$ cat src/rtl/bpc_pkg.sv
package bpc_pkg;
    localparam int AD_W   = 16;
    localparam int LANE_W = 8;

    typedef enum logic [1:0] {
        PM_OFF    = 2'd0,
        PM_FULL   = 2'd1,
        PM_NARROW = 2'd2,
        PM_MIXED  = 2'd3
    } pmode_e;

    typedef enum logic {
        PH_ADDR = 1'b0,
        PH_DATA = 1'b1
    } phase_e;

    typedef struct packed {
        pmode_e mode;
        phase_e phase;
    } pctx_t;

    // True when the context restricts parity to the low byte lane.
    function automatic logic lane_only(pctx_t c);
        return (c.mode == PM_NARROW) || (c.mode == PM_MIXED && c.phase == PH_DATA);
    endfunction

    // Active-low parity level for a word: 0 on odd ones-count.
    function automatic logic pb_level(pctx_t c, logic [AD_W-1:0] w);
        logic ones;
        if (lane_only(c)) ones = ^w[LANE_W-1:0];
        else              ones = ^w;
        return ~ones;
    endfunction
endpackage

$ cat src/rtl/bpc_pgen.sv
module bpc_pgen
    import bpc_pkg::*;
(
    input  pctx_t           ctx_i,
    input  logic            talk_i,
    input  logic [AD_W-1:0] ad_i,
    output logic            pb_n_o
);
    always_comb begin
        if (talk_i && ctx_i.mode != PM_OFF) pb_n_o = pb_level(ctx_i, ad_i);
        else                                pb_n_o = 1'b1;
    end
endmodule

$ cat src/rtl/bpc_edge.sv
module bpc_edge #(
    parameter int SYNC_STAGES = 2
) (
    input  logic clk,
    input  logic rst,
    input  logic strobe_n_i,
    output logic fall_o
);
    localparam int CHAIN = SYNC_STAGES + 1;
    logic [CHAIN-1:0] chain_q;

    always_ff @(posedge clk) begin
        if (rst) chain_q[0] <= 1'b1;
        else     chain_q[0] <= strobe_n_i;
    end

    for (genvar g = 1; g < CHAIN; g++) begin : g_stage
        always_ff @(posedge clk) begin
            if (rst) chain_q[g] <= 1'b1;
            else     chain_q[g] <= chain_q[g-1];
        end
    end

    assign fall_o = chain_q[CHAIN-1] & ~chain_q[CHAIN-2];

    assert_one_pulse_R8: assert property (@(posedge clk) disable iff (rst)
        fall_o |=> !fall_o);
endmodule

$ cat src/rtl/bpc_chk.sv
module bpc_chk
    import bpc_pkg::*;
(
    input  logic            clk,
    input  logic            rst,
    input  pctx_t           ctx_i,
    input  logic            talk_i,
    input  logic            fall_i,
    input  logic [AD_W-1:0] ad_i,
    input  logic            pb_n_i,
    input  logic            clr_i,
    output logic            err_o
);
    logic armed, bad, hit;

    assign armed = (ctx_i.mode != PM_OFF) && !talk_i;
    assign bad   = pb_n_i != pb_level(ctx_i, ad_i);
    assign hit   = fall_i && armed && bad;

    always_ff @(posedge clk) begin
        if (rst)        err_o <= 1'b0;
        else if (hit)   err_o <= 1'b1;
        else if (clr_i) err_o <= 1'b0;
    end

    assert_rise_needs_strobe_R7: assert property (@(posedge clk) disable iff (rst)
        $rose(err_o) |-> $past(fall_i));
    assert_clear_works_R9: assert property (@(posedge clk) disable iff (rst)
        (clr_i && !fall_i) |=> !err_o);
    assert_off_mode_quiet_R5: assert property (@(posedge clk) disable iff (rst)
        (ctx_i.mode == PM_OFF && !clr_i && !err_o) |=> !err_o);
    assert_talker_quiet_R6: assert property (@(posedge clk) disable iff (rst)
        (talk_i && !clr_i && !err_o) |=> !err_o);
endmodule

$ cat src/rtl/bus_parity_unit.sv
module bus_parity_unit
    import bpc_pkg::*;
#(
    parameter int SYNC_STAGES = 2
) (
    input  logic            clk,
    input  logic            rst,
    input  logic [1:0]      mode_i,
    input  logic            phase_i,
    input  logic            talk_i,
    input  logic            supv_i,
    input  logic [AD_W-1:0] ad_tx_i,
    output logic            pb_n_o,
    input  logic [AD_W-1:0] ad_rx_i,
    input  logic            pb_n_i,
    input  logic            drdy_n_i,
    input  logic            err_clr_i,
    output logic            err_o,
    output logic            sto_n_o
);
    pctx_t ctx;
    logic  fall;

    assign ctx.mode  = pmode_e'(mode_i);
    assign ctx.phase = phase_e'(phase_i);

    bpc_pgen u_gen (
        .ctx_i  (ctx),
        .talk_i (talk_i),
        .ad_i   (ad_tx_i),
        .pb_n_o (pb_n_o)
    );

    bpc_edge #(.SYNC_STAGES(SYNC_STAGES)) u_edge (
        .clk        (clk),
        .rst        (rst),
        .strobe_n_i (drdy_n_i),
        .fall_o     (fall)
    );

    bpc_chk u_chk (
        .clk    (clk),
        .rst    (rst),
        .ctx_i  (ctx),
        .talk_i (talk_i),
        .fall_i (fall),
        .ad_i   (ad_rx_i),
        .pb_n_i (pb_n_i),
        .clr_i  (err_clr_i),
        .err_o  (err_o)
    );

    assign sto_n_o = ~(err_o & ~supv_i);

    assert_supv_silent_R10: assert property (@(posedge clk) disable iff (rst)
        supv_i |-> sto_n_o);
    assert_listen_idle_R6: assert property (@(posedge clk) disable iff (rst)
        !talk_i |-> pb_n_o);
endmodule

$ cat config.mk
export PLATFORM = sky130hd
export DESIGN_NAME = bus_parity_unit
export DESIGN_NICKNAME = d
export VERILOG_FILES = /design/src/rtl/bpc_pkg.sv /design/src/rtl/bpc_pgen.sv /design/src/rtl/bpc_edge.sv /design/src/rtl/bpc_chk.sv /design/src/rtl/bus_parity_unit.sv
export SDC_FILE = /design/constraint.sdc
export NUM_CORES = 1
export LEC_CHECK = 0
export BUFFER_PORTS_ARGS = -buffer_cell sky130_fd_sc_hd__buf_2
export CAP_MARGIN = 20
export CORE_AREA = 2 2 40 42
export DETAILED_ROUTE_END_ITERATION = 12
export DIE_AREA = 0 0 42 44
export PLACE_DENSITY_LB_ADDON = 0.15
export REMOVE_ABC_BUFFERS = 1
export SYNTH_ARGS = -nofsm -noshare
export SYNTH_HDL_FRONTEND = slang
export SYNTH_SLANG_ARGS = --single-unit
$ cat constraint.sdc
create_clock -name clk -period 2.15 [get_ports clk]
set_clock_uncertainty 0.15 [all_clocks]
set_input_delay 0.43 -clock clk [delete_from_list [all_inputs] [get_ports clk]]
set_output_delay 0.43 -clock clk [all_outputs]
set_load 0.02 [all_outputs]
==> results of run 1 <==
-- stage by stage --
| step | TNS (ns) | instances | power, mW | hold slack, ns |
|---|---|---|---|---|
| final | -0.0459 | 113 | 0.367 | 0.234 |
| after global routing | -0.149 | 113 | 0.396 | 0.234 |
| after CTS | -0.0548 | 113 | 0.363 | 0.225 |
| after detailed placement | -0.0773 | 110 | 0.259 | 0.251 |
| after global placement | -0.0507 | 110 | 0.257 | 0.246 |
| after floorplan | 0 | 49 | 0.200 | 0.242 |
-- power groups by stage --
stage | combinational (mW) | clock (mW) | sequential [mW]
global route | 0.219 | 0.0989 | 0.0785
finish | 0.200 | 0.0894 | 0.0783
global placement | 0.178 | 0 | 0.0793
CTS | 0.190 | 0.0951 | 0.0784
detailed placement | 0.180 | 0 | 0.0795
floorplan | 0.120 | 0 | 0.0800
-- registers in the layout, indices dropped and copies added (netlist names) --
register / cells
u_edge.chain_q: 3
u_chk.err_o: 1
-- logic make-up (layout without fill, tap and decap cells) --
logic type                count (synthesis)  in the layout  synth area share
xor gates and xnor gates                 28             28             0.595
and+or+nand+nor                          11             11             0.156
AOI/OAI and AO/OA                         5              5            0.0614
DFF                                       4              4             0.179
buffers and inverters                     1             49           0.00837
-- cell type report --
| cell class | count | area [sq um] | share of cell area |
|---|---|---|---|
| multi-input cells | 44 | 387 | 0.489 |
| repair buffers | 45 | 278 | 0.351 |
| flip-flops and latches | 4 | 80.1 | 0.101 |
| clock buffers | 3 | 22.5 | 0.0285 |
| well taps | 16 | 20.0 | 0.0253 |
| inverters | 1 | 3.75 | 0.00475 |
-- worst min path at each step --
stage                                       startpoint                            to  slack (ns)
after floorplan           u_edge.chain_q[0]$_SDFF_PP1_  u_edge.chain_q[1]$_SDFF_PP1_        0.24
after global placement    u_edge.chain_q[0]$_SDFF_PP1_  u_edge.chain_q[1]$_SDFF_PP1_        0.25
after detailed placement  u_edge.chain_q[0]$_SDFF_PP1_  u_edge.chain_q[1]$_SDFF_PP1_        0.25
after CTS                                     drdy_n_i  u_edge.chain_q[0]$_SDFF_PP1_        0.22
after global routing                          drdy_n_i  u_edge.chain_q[0]$_SDFF_PP1_        0.23
final                                         drdy_n_i  u_edge.chain_q[0]$_SDFF_PP1_        0.23
-- metal layers --
layer  share of wire  vias to the layer above  track usage
li1                -                      257            -
met1            0.35                      204        0.103
met2            0.53                       29        0.203
met3            0.12                        0       0.0250
met4               0                        0       0.0194
met5               0                        -            0
-- repair_timing --
action	4_1_cts	5_1_grt
pin swaps	5	4
cloned	0	0
setup endpoints to repair	1	1
gates resized for setup	4	8
-- critical path, cell delays in order --
cell and delay [ns]:
buf_6 0.09, xor2_1 0.16, xnor2_1 0.17, xnor2_1 0.16
a21oi_1 0.09, or3b_1 0.37, buf_6 0.14
-- cell usage in the layout (no fill, tap or decap) --
cell type  count
a211oi_1       1
inv_1          1
xnor2_1       19
nand2b_1       1
buf_6          8
or3b_1         1
or2_2          2
buf_2         36
nor3b_1        1
nand3b_1       1
xnor2_2        4
a21oi_1        1
o21ai_0        2
xor2_1         4
nand3_1        1
dfxtp_1        4
xnor3_1        1
or2_1          1
buf_4          1
o21ai_1        1
nand4b_1       1
clkbuf_4       3
nand2_1        1
nor2_1         1
==> metrics.log, run 1 <==
[metrics] outcome: complete, but fails checks
[metrics] violations in the final reports: setup timing
[metrics] Die X-Extent: 42 um
[metrics] root buf cell: clkbuf_4
[metrics] power density cells: 465 nW/um^2
[metrics] maximum buffer depth of the clock tree: 2
[metrics] NetSw: 107 uW
[metrics] weighted congestion at the end of routability-driven global placement: 0.640
[metrics] residual antenna-violating net count after detailed routing: 0
[metrics] clk sinks: 4
[metrics] VDD IR-drop max: 0.224 mV
[metrics] post-detailed-placement cell area: 696 sq um
[metrics] flop and latch count out of synthesis: 4
[metrics] top_reg_cell synth: dfxtp_1
[metrics] Port-buffer cells: 44
[metrics] post-route cell area: 791 sq um
[metrics] fmax: 0.455 GHz
[metrics] count of flip-flops with a built-in enable after synthesis: 0
[metrics] Netlist Area Pre-Place: 448 sq um
[metrics] R2R cell count: 5
[metrics] core box area: 1420 sq um
[metrics] hold-critical path depth: 2
[metrics] final hold violation count: 0
[metrics] most common cell in the netlist: xnor2_1
[metrics] initial core utilization: 0.316
[metrics] per-cell via count in the routed design: 4.34
[metrics] Core Rows: 14
[metrics] Critical Path Start: ad_tx_i[8]
[metrics] Die Ht: 44 um
[metrics] top cell type by total area after synthesis: xnor2_1
[metrics] setup slack after placement: -0.0773 ns
[metrics] slack of the worst reg-to-reg path: 0.86 ns
[metrics] crit share post-route: 1.02
[metrics] CP startpoint kind: primary input
[metrics] Yosys warnings: 0
[metrics] Synth Area per Inst: 9.14 sq um
[metrics] via count: 490
[metrics] depth of the CTS H-tree: 1
[metrics] diodes inserted: 0
[metrics] Finish-stage setup viols: 1
[metrics] sequential fraction of the synthesis area: 0.179
[metrics] share of post-route cells with drive strength above 1: 0.557
[metrics] RSZ-0062 raised after global routing: true
[metrics] overall routed net length: 992 um
[metrics] biggest area contributors in the synthesized netlist: xnor2_1, dfxtp_1, xor2_1, xnor3_1, xnor2_2
[metrics] filler instances: 141
[metrics] max capacitance violation total: 0
[metrics] Lkg Pwr: 0.375 nW
[metrics] share of async-settable or async-resettable flops after synthesis: 0
[metrics] pin count of the biggest net entering global routing: 5
[metrics] critical path start-end classification: in -> out
[metrics] DPL Wire Length: 839 um
[metrics] Worst-path clk slew: 0.03 ns
[metrics] clock tree from TritonCTS: yes
[metrics] post-synth top area share: 0.430
[metrics] cell-internal power: 261 uW
[metrics] signal arrival time at the worst endpoint: 1.62 ns
[metrics] termination of the worst setup path: pb_n_o
[metrics] wire length of the first global-routing pass: 1500 um
[metrics] WP data required: 1.57 ns
[metrics] switch share: 0.290
[metrics] sequential cell fraction of total power: 0.213
[metrics] drt initial violations: 1
[metrics] worst reg2reg startpoint: u_edge.chain_q[1]$_SDFF_PP1_
[metrics] number of antenna violations at the first check in global routing: 0
[metrics] number of distinct standard cells referenced by the synthesized netlist: 20
[metrics] fin crit period: 2.20 ns
[metrics] Routed wire per std cell: 8.78 um
[metrics] Slew @ Worst Pin: 0.202 ns
[metrics] maximum fanout encountered on the critical timing path: 2
[metrics] DRC: 0
[metrics] critical path capture point type: output port
[metrics] clock network fraction of design power: 0.243
[metrics] vias in the first global route: 447
[metrics] drt pass-1 iters: 2
[metrics] commonest cells in the netlist: xnor2_1, dfxtp_1, xor2_1
[metrics] total setup buffers inserted after CTS: 0
[metrics] synthesis-to-finish area growth: 76.5%
[metrics] kind of path behind the tightest hold check: in -> reg
[metrics] count of pins on the block boundary: 45
[metrics] Comb power frac: 0.544
[metrics] later-pin clock latency in the skew report: 0.23 ns
[metrics] quantity of hold-fixing buffers added after cts: 0
[metrics] Slew HR: 0.865
[metrics] fin. max-slew vios: 0
[metrics] global-route total usage across every layer: 0.100
[metrics] number of instances in the synthesized netlist: 49
[metrics] endpoint of the lowest-slack register-to-register path: u_chk.err_o$_SDFFE_PP0P_
[metrics] overall die area: 1850 sq um
[metrics] fraction of the core area covered by cells at the end of the flow: 0.557
[metrics] count of nets after finishing: 141
[metrics] post-route setup slack: -0.0459 ns
[metrics] grt total ovfl: 0
[metrics] Inserted Clock Buffers: 3
Note: power is estimated with default switching activity, not from simulation.
==> inputs of run 2 (changes only) <==
CAP_MARGIN = 10   (was 20)
CORE_AREA = 2 2 39 41   (was 2 2 40 42)
DIE_AREA = 0 0 41 43   (was 0 0 42 44)
GPL_TIMING_DRIVEN = 0   (was unset)
clock period = 2.8 ns   (was 2.15 ns; I/O delays follow)
==> run 2 against run 1 <==
  * Register-to-register slack improved by 0.62 ns
  * Count of clock-buffer cells in the layout unchanged
  * Routed wire length decreased by 14%
  * Via count decreased by 2.2%
  * Die area decreased by 4.6%
  * Critical path type unchanged
  * Critical path depth unchanged
  * The flow now finishes without violations
==> metrics.log, run 2 (synthesis gave the netlist of run 1 again) <==
[metrics] number of antenna violations at the first check in global routing: 0 (unchanged)
[metrics] VDD IR-drop max: 0.170 mV (was 0.224 mV)
[metrics] max capacitance violation total: 0 (unchanged)
[metrics] Comb power frac: 0.508 (was 0.544)
[metrics] Inserted Clock Buffers: 3 (unchanged)
[metrics] per-cell via count in the routed design: 4.28 (was 4.34)
[metrics] wire length of the first global-routing pass: 1320 um (was 1500 um)
[metrics] quantity of hold-fixing buffers added after cts: 0 (unchanged)
[metrics] switch share: 0.299 (was 0.290)
[metrics] synthesis-to-finish area growth: 58.7% (was 76.5%)
[metrics] count of pins on the block boundary: 45 (unchanged)
[metrics] post-route setup TNS: 0 ns (was -0.0459 ns)
[metrics] residual antenna-violating net count after detailed routing: 0 (unchanged)
[metrics] grt total ovfl: 0 (unchanged)
[metrics] largest registers: u_edge.chain_q x3, u_chk.err_o x1 (unchanged)
[metrics] filler instances: 149 (was 141)
[metrics] clock tree from TritonCTS: yes (unchanged)
[metrics] signal arrival time at the worst endpoint: 1.77 ns (was 1.62 ns)
[metrics] non-filler instance count after layout: 112 (was 113)
[metrics] core box area: 1380 sq um (was 1420 sq um)
[metrics] GR met3 Demand/Resource: 0.0157 (was 0.0250)
[metrics] global-route total usage across every layer: 0.104 (was 0.100)
[metrics] pin count of the biggest net entering global routing: 5 (unchanged)
[metrics] fmax: 0.403 GHz
[metrics] cells resized by post-CTS repair: 0 (was 4)
[metrics] final hold violation count: 0 (unchanged)
[metrics] diodes inserted: 0 (unchanged)
[metrics] met2 Usage GRT: 0.188 (was 0.203)
[metrics] DRC: 0 (unchanged)
[metrics] most common library cell in the layout ignoring fill and taps: buf_2 (unchanged)
[metrics] fin. max-slew vios: 0 (unchanged)
[metrics] Port-buffer cells: 44 (unchanged)
[metrics] NetSw: 79.6 uW (was 107 uW)
[metrics] CP startpoint kind: primary input (unchanged)
[metrics] later-pin clock latency in the skew report: 0.23 ns (about the same)
[metrics] fin crit period: 2.48 ns
[metrics] overall routed net length: 855 um (was 992 um)
[metrics] power density cells: 374 nW/um^2 (was 465 nW/um^2)
[metrics] maximum fanout encountered on the critical timing path: 2 (unchanged)
[metrics] drt pass-1 iters: 3 (was 2)
[metrics] sequential cell fraction of total power: 0.226 (was 0.213)
[metrics] initial core utilization: 0.324 (was 0.316)
[metrics] vias in the first global route: 399 (was 447)
[metrics] root buf cell: clkbuf_4 (unchanged)
[metrics] Lkg Pwr: 0.336 nW (was 0.375 nW)
[metrics] Core Rows: 14 (unchanged)
[metrics] WP data required: 2.09 ns (was 1.57 ns)
[metrics] RSZ-0062 raised after global routing: false (was true)
[metrics] flip-flop count of the largest register after layout: 3 (unchanged)
[metrics] total setup buffers inserted after CTS: 0 (unchanged)
[metrics] Reg with most FFs: u_edge.chain_q (unchanged)
[metrics] overall die area: 1760 sq um (was 1850 sq um)
[metrics] depth of the CTS H-tree: 1 (unchanged)
[metrics] post-route setup slack: 0.317 ns (was -0.0459 ns)
[metrics] Finish-stage setup viols: 0 (was 1)
[metrics] crit share post-route: 0.887
[metrics] Worst-path clk slew: 0.04 ns (was 0.03 ns)
[metrics] setup slack after placement: 0.313 ns (was -0.0773 ns)
[metrics] cell-internal power: 187 uW (was 261 uW)
[metrics] via count: 479 (was 490)
[metrics] share of post-route cells with drive strength above 1: 0.521 (was 0.557)
[metrics] layer carrying the most global-route usage: met2 (unchanged)
[metrics] Cell Count Post-Placement: 109 (was 110)
[metrics] Die X-Extent: 41 um (was 42 um)
[metrics] Die Ht: 43 um (was 44 um)
[metrics] kind of path behind the tightest hold check: reg -> reg (was in -> reg)
[metrics] Routed wire per std cell: 7.63 um (was 8.78 um)
[metrics] commonest cells after routing, fill and taps aside: buf_2, xnor2_1, xor2_1, dfxtp_1, clkbuf_4 (was buf_2, xnor2_1, buf_6)
[metrics] outcome: finished clean (was complete, but fails checks)
[metrics] count of nets after finishing: 140 (was 141)
[metrics] drt initial violations: 3 (was 1)
[metrics] critical path capture point type: output port (unchanged)
[metrics] Slew HR: 0.820 (was 0.865)
[metrics] clk sinks: 4 (unchanged)
[metrics] Min Hold Slack: 0.266 ns (was 0.234 ns)
[metrics] Slew @ Worst Pin: 0.269 ns (was 0.202 ns)
[metrics] maximum buffer depth of the clock tree: 2 (unchanged)
[metrics] clock network fraction of design power: 0.266 (was 0.243)
[metrics] Total Power: 266 uW (was 367 uW)
[metrics] weighted congestion at the end of routability-driven global placement: 0.679 (was 0.640)
[metrics] met1 track utilization from global routing: 0.112 (was 0.103)
[metrics] critical path start-end classification: in -> out (unchanged)
==> run 2: path summary, 6_finish.rpt <==
check | slack (ns) | end | startpoint | depth (start not counted)
setup reg to reg | 1.48 | u_chk.err_o$_SDFFE_PP0P_ | u_edge.chain_q[1]$_SDFF_PP1_ | 5
setup / recovery | 0.32 | pb_n_o | ad_tx_i[9] | 7
hold / removal | 0.27 | u_edge.chain_q[1]$_SDFF_PP1_ | u_edge.chain_q[0]$_SDFF_PP1_ | 1
hold reg to reg | 0.27 | u_edge.chain_q[1]$_SDFF_PP1_ | u_edge.chain_q[0]$_SDFF_PP1_ | 1
==> run 2: cell type report <==
class | count | area (sq um) | area share
clock buffers | 3 | 22.5 | 0.0317
repair buffers | 44 | 220 | 0.310
flip-flops and latches | 4 | 80.1 | 0.113
well taps | 16 | 20.0 | 0.0282
multi-input cells | 44 | 364 | 0.512
inverters | 1 | 3.75 | 0.00528
==> run 2: worst max-delay path: stages <==
cell and delay (ns):
buf_2 0.10, xor2_1 0.16, xnor2_1 0.17, xnor2_1 0.16, a21oi_1 0.09, or3b_1 0.36
buf_2 0.16
==> run 2: layer usage <==
metal | part of all wire | up-vias
li1 | - | 254
met1 | 0.34 | 195
met2 | 0.54 | 30
met3 | 0.12 | 0
met4 | 0 | 0
met5 | 0 | -
==> run 2: stage by stage <==
step                      utilization  cell area [sq um]
final                           0.514                711
after global routing            0.514                711
after CTS                       0.514                711
after detailed placement        0.497                688
after global placement          0.497                688
after floorplan                     -                448
==> run 2: power groups by stage <==
stage / Clock (mW) / Sequential [mW] / Combinational, mW
floorplan: 0 / 0.0614 / 0.0925
global placement: 0 / 0.0609 / 0.135
detailed placement: 0 / 0.0610 / 0.137
CTS: 0.0735 / 0.0601 / 0.138
global route: 0.0771 / 0.0602 / 0.148
finish: 0.0708 / 0.0601 / 0.135
==> inputs of run 3 (changes only) <==
==> constraint.sdc (replaced) <==
create_clock -name clk -period 2.8 [get_ports clk]
set_clock_uncertainty 0.15 [all_clocks]
set_input_delay 0.14 -clock clk [delete_from_list [all_inputs] [get_ports clk]]
set_output_delay 0.14 -clock clk [all_outputs]
set_load 0.02 [all_outputs]
==> run 3 against run 2 <==
  * Combinational power increased by 3%
  * Via count increased by 1.7%
  * Final area increased by 4.2%
  * Critical endpoint is now u_edge.chain_q[0]$_SDFF_PP1_
==> metrics.log, run 3 (synthesis gave the netlist of run 1 again) <==
[metrics] outcome: finished clean (unchanged)
[metrics] commonest cells after routing, fill and taps aside: buf_2, xnor2_1, xor2_1, dfxtp_1 (was buf_2, xnor2_1, xor2_1, dfxtp_1, clkbuf_4)
[metrics] depth of the CTS H-tree: 1 (unchanged)
[metrics] maximum fanout encountered on the critical timing path: 4 (was 2)
[metrics] Critical Path Start: rst (was ad_tx_i[9])
[metrics] Core Rows: 14 (unchanged)
[metrics] power density cells: 367 nW/um^2 (was 374 nW/um^2)
[metrics] share of post-route cells with drive strength above 1: 0.505 (was 0.521)
[metrics] global-route total usage across every layer: 0.109 (was 0.104)
[metrics] endpoint of the lowest-slack register-to-register path: u_chk.err_o$_SDFFE_PP0P_ (unchanged)
[metrics] R2R cell count: 5 (unchanged)
[metrics] overall die area: 1760 sq um (unchanged)
[metrics] synthesis-to-finish area growth: 65.4% (was 58.7%)
[metrics] maximum buffer depth of the clock tree: 2 (unchanged)
[metrics] slack of the worst reg-to-reg path: 1.46 ns (was 1.48 ns)
[metrics] Met2 Wirelength: 483 um (was 459 um)
[metrics] RSZ-0062 raised after global routing: false (unchanged)
[metrics] vias in the first global route: 405 (was 399)
[metrics] Routed wire per std cell: 7.72 um (was 7.63 um)
[metrics] drt pass-1 iters: 3 (unchanged)
[metrics] Reg with most FFs: u_edge.chain_q (unchanged)
[metrics] CP startpoint kind: primary input (unchanged)
[metrics] cells resized by post-CTS repair: 0 (unchanged)
[metrics] worst reg2reg startpoint: u_edge.chain_q[1]$_SDFF_PP1_ (unchanged)
[metrics] Finish-stage setup viols: 0 (unchanged)
[metrics] crit share post-route: 0.593 (was 0.887)
[metrics] Worst-path clk slew: 0.04 ns (about the same)
[metrics] number of antenna violations at the first check in global routing: 0 (unchanged)
[metrics] post-route setup TNS: 0 ns (unchanged)
[metrics] initial core utilization: 0.324 (unchanged)
[metrics] drt initial violations: 3 (unchanged)
[metrics] max capacitance violation total: 0 (unchanged)
[metrics] fraction of the core area covered by cells at the end of the flow: 0.535 (was 0.514)
[metrics] filler instances: 147 (was 149)
[metrics] count of nets after finishing: 143 (was 140)
[metrics] routed length on met3: 103 um (unchanged)
[metrics] largest registers: u_edge.chain_q x3, u_chk.err_o x1 (unchanged)
[metrics] root buf cell: clkbuf_4 (unchanged)
[metrics] fmax: 0.603 GHz (was 0.403 GHz)
[metrics] final hold violation count: 0 (unchanged)
[metrics] Die Ht: 43 um (unchanged)
[metrics] fin. max-slew vios: 0 (unchanged)
[metrics] pin count of the biggest net entering global routing: 5 (unchanged)
[metrics] routed length on met1: 301 um (was 292 um)
[metrics] termination of the worst setup path: u_edge.chain_q[0]$_SDFF_PP1_ (was pb_n_o)
[metrics] Lkg Pwr: 0.347 nW (was 0.336 nW)
[metrics] later-pin clock latency in the skew report: 0.23 ns (about the same)
[metrics] clock tree from TritonCTS: yes (unchanged)
[metrics] Slew @ Worst Pin: 0.269 ns (unchanged)
[metrics] per-cell via count in the routed design: 4.23 (was 4.28)
[metrics] core box area: 1380 sq um (unchanged)
[metrics] DRC: 0 (unchanged)
[metrics] critical path capture point type: flop (was output port)
[metrics] Inserted Clock Buffers: 3 (unchanged)
[metrics] count of pins on the block boundary: 45 (unchanged)
[metrics] VDD IR-drop max: 0.176 mV (was 0.170 mV)
[metrics] Port-buffer cells: 44 (unchanged)
[metrics] WP data required: 2.77 ns (was 2.09 ns)
[metrics] highest routed metal layer: met3 (unchanged)
[metrics] weighted congestion at the end of routability-driven global placement: 0.679 (unchanged)
[metrics] Slew HR: 0.820 (unchanged)
[metrics] residual antenna-violating net count after detailed routing: 0 (unchanged)
[metrics] clk sinks: 4 (unchanged)
[metrics] overall routed net length: 888 um (was 855 um)
[metrics] Die X-Extent: 41 um (unchanged)
[metrics] signal arrival time at the worst endpoint: 1.63 ns (was 1.77 ns)
[metrics] wire length of the first global-routing pass: 1370 um (was 1320 um)
[metrics] fin crit period: 1.66 ns (was 2.48 ns)
[metrics] diodes inserted: 0 (unchanged)
[metrics] via count: 487 (was 479)
[metrics] most common library cell in the layout ignoring fill and taps: buf_2 (unchanged)
[metrics] critical path start-end classification: in -> reg (was in -> out)
[metrics] Min Hold Slack: 0.0372 ns (was 0.266 ns)
[metrics] kind of path behind the tightest hold check: in -> reg (was reg -> reg)
[metrics] flip-flop count of the largest register after layout: 3 (unchanged)
[metrics] grt total ovfl: 0 (unchanged)
[run 3: cell type report]
cell class	instances	area, sq um	share of cell area
well taps	16	20.0	0.0270
multi-input cells	44	364	0.492
inverters	1	3.75	0.00507
clock buffers	3	22.5	0.0304
flip-flops and latches	4	80.1	0.108
repair buffers	47	250	0.338
[run 3: per-stage QoR]
stage / power (mW) / area, sq um / setup slack [ns] / cells
after floorplan: 0.154 / 448 / 1.36 / 49
after global placement: 0.196 / 688 / 1.16 / 109
after detailed placement: 0.198 / 688 / 1.15 / 109
after CTS: 0.275 / 741 / 1.13 / 115
after global routing: 0.290 / 741 / 1.02 / 115
final: 0.272 / 741 / 1.14 / 115
[run 3: critical path, stage by stage]
cell and delay (ns):
dlygate4sd3_1 0.53, buf_2 0.13, or2_2 0.28, dlygate4sd3_1 0.55
[run 3: repair_timing]
action                                 CTS  global route
endpoints found under the hold margin    2             0
setup buffers                            0             0
hold buffers                             3             0
[run 3: per-layer routing]
metal,track usage,up-vias
met5,0,-
met4,0.0400,0
met3,0.0157,0
met2,0.197,30
met1,0.119,197
li1,-,260
[run 3: worst min-delay path by stage]
stage	to	depth (start not counted)	slack, ns	from
floorplan	u_edge.chain_q[0]$_SDFF_PP1_	1	0.09	drdy_n_i
global placement	u_edge.chain_q[0]$_SDFF_PP1_	2	0.17	drdy_n_i
detailed placement	u_edge.chain_q[0]$_SDFF_PP1_	2	0.18	drdy_n_i
CTS	u_chk.err_o$_SDFFE_PP0P_	4	0.04	err_clr_i
global route	u_chk.err_o$_SDFFE_PP0P_	4	0.08	err_clr_i
finish	u_chk.err_o$_SDFFE_PP0P_	4	0.04	err_clr_i
[run 3: power by group]
group / internal, mW / total, mW / switching [mW]
sequential: 0.0594 / 0.0601 / 0.000672
clock: 0.0481 / 0.0731 / 0.0250
combinational: 0.0819 / 0.139 / 0.0566
